--- config.mk ---
export PLATFORM = sky130hd
export DESIGN_NAME = reti_cycle_gen
export DESIGN_NICKNAME = d
export VERILOG_FILES = /design/src/rtl/reti_cycle_gen.sv
export SDC_FILE = /design/constraint.sdc
export NUM_CORES = 1
export LEC_CHECK = 0
export ABC_CLOCK_PERIOD_IN_PS = 2750
export BUFFER_PORTS_ARGS = -buffer_cell sky130_fd_sc_hd__buf_4
export CAP_MARGIN = 15
export CORE_AREA = 5 5 49 51
export DETAILED_ROUTE_END_ITERATION = 10
export DIE_AREA = 0 0 54 56
export PLACE_DENSITY = 0.61
export REMOVE_ABC_BUFFERS = 1
export SYNTH_ARGS = -nofsm -noshare
export SYNTH_HDL_FRONTEND = slang
export SYNTH_SLANG_ARGS = --single-unit
--- constraint.sdc ---
create_clock -name clk -period 2.75 [get_ports clk]
set_input_delay 0.275 -clock clk [delete_from_list [all_inputs] [get_ports clk]]
set_output_delay 0.275 -clock clk [all_outputs]
set_load 0.01 [all_outputs]
--- src/rtl/reti_cycle_gen.sv ---
module reti_cycle_gen #(
  parameter logic [7:0] OP_HI = 8'hED,
  parameter logic [7:0] OP_LO = 8'h4D,
  parameter int         NCYC  = 10
) (
  input  logic        clk,
  input  logic        rst_n,
  input  logic        start,
  input  logic        wait_n,
  output logic [15:0] data_out,
  output logic        data_oe,
  output logic        fetch_n,
  output logic        ioreq_n,
  output logic        iord_n,
  output logic        iowr_n,
  output logic        intack_n,
  output logic        busy,
  output logic        done
);
  localparam int         HALF = NCYC / 2;
  localparam logic [3:0] LAST = 4'(NCYC);

  logic [3:0] cyc;
  logic       hold;
  logic       samp_pt;
  logic       strobe_on;

  assign busy    = (cyc != 4'd0);
  assign samp_pt = (cyc == 4'd3) || (cyc == 4'(HALF)) || (cyc == 4'(NCYC - 1));

  always_ff @(posedge clk or negedge rst_n) begin
    if (!rst_n) begin
      cyc  <= 4'd0;
      done <= 1'b0;
    end else begin
      done <= 1'b0;
      if (!busy) begin
        if (start) cyc <= 4'd1;
      end else if (!hold) begin
        if (cyc == LAST) begin
          cyc  <= 4'd0;
          done <= 1'b1;
        end else begin
          cyc <= cyc + 4'd1;
        end
      end
    end
  end

  always_ff @(negedge clk or negedge rst_n) begin
    if (!rst_n) hold <= 1'b0;
    else        hold <= busy && samp_pt && !wait_n;
  end

  assign strobe_on = ((cyc >= 4'd2) && (cyc <= 4'(HALF - 1))) ||
                     ((cyc >= 4'(HALF + 2)) && (cyc <= 4'(NCYC - 1)));

  assign data_oe  = busy;
  assign data_out = !busy ? 16'h0000 :
                    (cyc <= 4'(HALF)) ? {OP_HI, OP_HI} : {OP_LO, OP_LO};
  assign fetch_n  = !strobe_on;
  assign ioreq_n  = !strobe_on;
  assign iord_n   = !strobe_on;
  assign iowr_n   = 1'b1;
  assign intack_n = 1'b1;
endmodule


==> impl_metrics.ini, run 1 <==
[yosys]
synth_top_cell_area_share_pct = 28.51
avgSynthCellArea_um2 = 8.778
seq_area_frac_synth_pct = 27.15
syn_inst = 63
synth_area_leaders = buf_4, dfrtp_1, xnor2_1
ys_warn_count = 0
synth_seq_cells = 6
netlist_area_um2 = 553.0
post-synth-top-area-cell = buf_4
synth.distinct_cells = 27

[cts]
cts_buffer_depth = 2
cts.sinks = 6
root_buffer = clkbuf_4
clk_pin_slew_worst_paths_ns = 0.05
htree_levels = 1
clock_latency_ns = 0.26
cts_tree = yes
cts_made_buffers = 3

[setup_path]
crit_start = cyc[2]
required_ns = 1.48
worst-path-buf-inv = 0
path_cells = nand2b_4 > o22ai_1 > and3b_1
reg2reg_from = cyc[2]
start_kind = register
path_depth = 3
r2r_end = hold
slowest_stage = dfrtp_1
r2r_slack_ns = 0.25
critPathKind = register to register
cp-end-kind = register
critical_path.top_delay_family = flip-flops
path_max_fanout = 10
cp_slowest_stage_delay_ns = 0.53
cp-endpoint = hold
rr_worst_depth = 3
worstPathArrival_ns = 1.23

[die]
ioPinCount = 28
dieWidth_um = 54
die_h_um = 56
core-area_um2 = 1902
die-area_um2 = 3024
rows = 16
initial_core_util_pct = 29.08

[drt]
vias_per_cell = 4.051
wl_mm = 1.036
firstDrtPassIters = 4
wl_per_cell_um = 10.57
drt_iter0_drc = 21
antenna_left = 0
num_vias = 397
drc = 0

[sta]
timing.setup.tns_ns = 0
rsz0062_at_grt = false
hold_violations = 0
fin_skew_ns = 0.01155
final-setup-viol-count = 0
drv_slew = 0
layout_setup_ws_ns = 0.2523

[grt]
globalRouteMet3Util_pct = 1.877
grt_use_total_pct = 7.486
top_usage_layer = met2
grt_util_met1_pct = 9.562
grt_pass1_wl_mm = 1.649
antenna_found_initial = 0
gr-usage-met2_pct = 10.03
overflow = 0
grt_pass1_vias = 385
grt_max_degree = 12

[final_layout]
diodes = 0
area_growth_pct = 13.12
final_cell_mix = buf_4, conb_1, dfrtp_1
num-fill-cells = 204
drive_above_1_share_pct = 42.25
final_nets = 76
layout_commonest_cell = buf_4

[place]
portBuffers = 21
hpwl_um = 815.2
gp_congestion = 0.7235
dpl_worst_slack_ns = 0.2510

[pwr]
p_leak_nw = 0.2935
power_density_nw_per_um2 = 1462
peakVddDrop_uv = 850.5

[min_path]
min_path_type = input pin to asynchronous set/reset pin

[run]
max_cap_viol_count = 0

[run_status]
outcome = finished clean
final cells by class:
| class | count | area, um2 | share of cell area (%) |
|---|---|---|---|
| clock buffers | 4 | 26.28 | 4.200 |
| multi-input cells | 37 | 232.7 | 37.20 |
| flip-flops and latches | 6 | 150.1 | 24.00 |
| well taps | 27 | 33.78 | 5.400 |
| repair buffers | 24 | 182.7 | 29.20 |
sequential cells by signal, summed over array words and instances (netlist names):
signal and count:
cyc 4, hold 1, done 1
synth_stat cells, drive strengths merged:
cell type  instances
nor4bb             1
nor2               4
o21bai             1
buf               24
a211oi             1
nor3               2
nand3b             1
o21ai              3
a21oi              1
o22ai              1
conb               2
nor2b              3
o311ai             1
o22a               1
and2b              1
dfrtn              1
and3b              1
xnor2              3
a22o               1
dfrtp              5
nand2              3
nand2b             2
timing repair:
item                      in CTS  in global routing
hold endpoints to repair       5                  0
resized for setup              0                  0
hold buffers                   1                  0
buffers inserted               0                  0
kinds of logic after synthesis:
kind of cell	after synthesis	share of synthesized area [%]
other	2	1.358
flip-flops	6	27.15
AND/OR/NAND/NOR	18	21.04
buffers and inverters	24	33.48
AO/OA/AOI/OAI	10	12.22
XOR/XNOR	3	4.752
worst min path at each step:
stage                     startpoint  endpoint  slack [ns]  cells past startpoint
after floorplan                rst_n    cyc[0]       -0.02                      0
after global placement         rst_n    cyc[0]        0.09                      1
after detailed placement       rst_n      done        0.09                      1
after CTS                      rst_n    cyc[0]        0.38                      2
after global routing           rst_n      done        0.38                      2
final                          rst_n    cyc[1]        0.39                      2
layer usage:
| layer | vias to the layer above | part of all wire (%) | routed length [um] |
|---|---|---|---|
| li1 | 196 | - | - |
| met1 | 178 | 43 | 442 |
| met2 | 19 | 47 | 491 |
| met3 | 4 | 6.8 | 70 |
| met4 | 0 | 3.1 | 32 |
| met5 | - | 0 | 0 |
metrics by stage:
step	std cells	utilization, %	area (um2)	power, mW	hold slack, ns
after floorplan	43	-	382.9	0.5261	-0.02059
after global placement	93	30.99	589.3	0.8225	0.08855
after detailed placement	93	30.99	589.3	0.8343	0.08972
after CTS	98	32.89	625.6	0.9325	0.3846
after global routing	98	32.89	625.6	0.9970	0.3804
final	98	32.89	625.6	0.9144	0.3860
where the power goes:
| group | switching, mW | internal (mW) | total [mW] |
|---|---|---|---|
| clock | 0.0356 | 0.0552 | 0.0908 |
| combinational | 0.282 | 0.341 | 0.623 |
| sequential | 0.0734 | 0.128 | 0.201 |
Power figures use the tool's default switching activity.
==> inputs of run 2 (changes only) <==
--- a/config.mk
+++ b/config.mk
@@ -11,7 +11,7 @@
 export CORE_AREA = 5 5 49 51
 export DETAILED_ROUTE_END_ITERATION = 10
 export DIE_AREA = 0 0 54 56
-export PLACE_DENSITY = 0.61
+export PLACE_DENSITY_LB_ADDON = 0.2
 export REMOVE_ABC_BUFFERS = 1
 export SYNTH_ARGS = -nofsm -noshare
 export SYNTH_HDL_FRONTEND = slang
==> run 2 against run 1 <==
  * Clock skew is 0.00051 ns lower
  * Via count is 1.5% lower
  * Worst setup slack better by 0.092 ns
  * Critical path depth stayed put
  * Critical path type unchanged
  * Largest cell class unchanged
  * Largest power group unchanged
==> impl_metrics.ini, run 2 (synthesis results as in run 1) <==
[cts]
cts_tree = yes
root_buffer = clkbuf_4
cts_resized = 0
post-cts-setup-buffers = 0
htree_levels = 1
clock_latency_ns = 0.26
clk_pin_slew_worst_paths_ns = 0.05
cts_buffer_depth = 2
postCtsHoldBufs = 1
cts.sinks = 6
cts_made_buffers = 3

[place]
dpl_worst_slack_ns = 0.3580
portBuffers = 21
hpwl_um = 855.7
gp_congestion = 0.6830

[setup_path]
slowest_stage = dfrtp_1
start_kind = register
worst-path-buf-inv = 0
path_cells = nand2b_4 > o22ai_1 > and3b_1
cp_slowest_stage_delay_ns = 0.50
required_ns = 1.48
path_max_fanout = 10
cp-end-kind = register
worstPathArrival_ns = 1.14
critical_path.top_delay_family = flip-flops
critPathKind = register to register

[pwr]
seq_power_share_pct = 19.1
p_leak_nw = 0.2983
p_int_mw = 0.5340
swShare_pct = 43.13
p_comb_share_pct = 71.1
p_sw_mw = 0.4050
peakVddDrop_uv = 553.1
power_density_nw_per_um2 = 1483
p_clk_share_pct = 9.8

[run]
max_cap_viol_count = 0

[die]
dieWidth_um = 54
die_h_um = 56
core-area_um2 = 1902
rows = 16
die-area_um2 = 3024
ioPinCount = 28
initial_core_util_pct = 29.08

[grt]
overflow = 0
antenna_found_initial = 0
grt_pass1_wl_mm = 1.718
grt_max_degree = 14
grt_use_total_pct = 7.729
grt_pass1_vias = 381

[sta]
final-setup-viol-count = 0
fin_skew_ns = 0.01104
rsz0062_at_grt = false
timing.setup.tns_ns = 0
layout_setup_ws_ns = 0.3444
hold_violations = 0
drv_slew = 0

[drt]
wl_mm = 1.107
firstDrtPassIters = 4
num_vias = 391
antenna_left = 0
vias_per_cell = 3.949
drt_iter0_drc = 6
wl_per_cell_um = 11.18
drc = 0

[final_layout]
largest_register_ffs = 4
area_growth_pct = 14.48
final_cell_mix = buf_4, conb_1, dfrtp_1
final_nets = 77
area.sequential_um2 = 150.1
registers.top_by_ff_count = cyc
drive_above_1_share_pct = 43.06
reg_top3 = cyc: 4 flops, done: 1 flops, hold: 1 flops
layout_commonest_cell = buf_4
multi_input_area_um2 = 232.7
num-fill-cells = 205
diodes = 0

[run_status]
outcome = finished clean

[min_path]
min_path_type = input pin to asynchronous set/reset pin
-- run 2: path summary, 6_finish.rpt --
kind,startpoint,end,slack (ns),cells past startpoint
max,cyc[3],hold,0.34,3
min,rst_n,done,0.37,2
max reg2reg,cyc[3],hold,0.34,3
min reg2reg,cyc[2],done,0.60,2
max in group asynchronous,rst_n,hold,0.98,2
min in group clk,start,cyc[0],0.39,3
-- run 2: area by class of cell --
| cell class | count | share of cell area (%) |
|---|---|---|
| well taps | 27 | 5.336 |
| flip-flops and latches | 6 | 23.72 |
| clock buffers | 4 | 4.150 |
| repair buffers | 25 | 30.04 |
| multi-input cells | 37 | 36.76 |
-- run 2: routing by layer --
| layer | wire length, um | global-route usage (%) |
|---|---|---|
| met3 | 95 | 4.558 |
| met4 | 0 | 2.135 |
| met5 | 0 | 0 |
| met1 | 513 | 9.646 |
| met2 | 498 | 11.07 |
-- run 2: power by group through the flow --
stage	clock [mW]	sequential, mW	combinational, mW
global route	0.102	0.185	0.731
global placement	0	0.180	0.667
CTS	0.0978	0.179	0.676
finish	0.0920	0.179	0.668
floorplan	0	0.210	0.316
detailed placement	0	0.179	0.674
-- run 2: metrics by stage --
step	util [%]	hold slack, ns	power (mW)	cell area (um2)	cells
finish	33.29	0.3694	0.9390	633.1	99
global placement	31.38	0.08940	0.8477	596.8	94
global route	33.29	0.3631	1.017	633.1	99
floorplan	-	-0.02059	0.5261	382.9	43
CTS	33.29	0.3659	0.9524	633.1	99
detailed placement	31.38	0.09033	0.8522	596.8	94
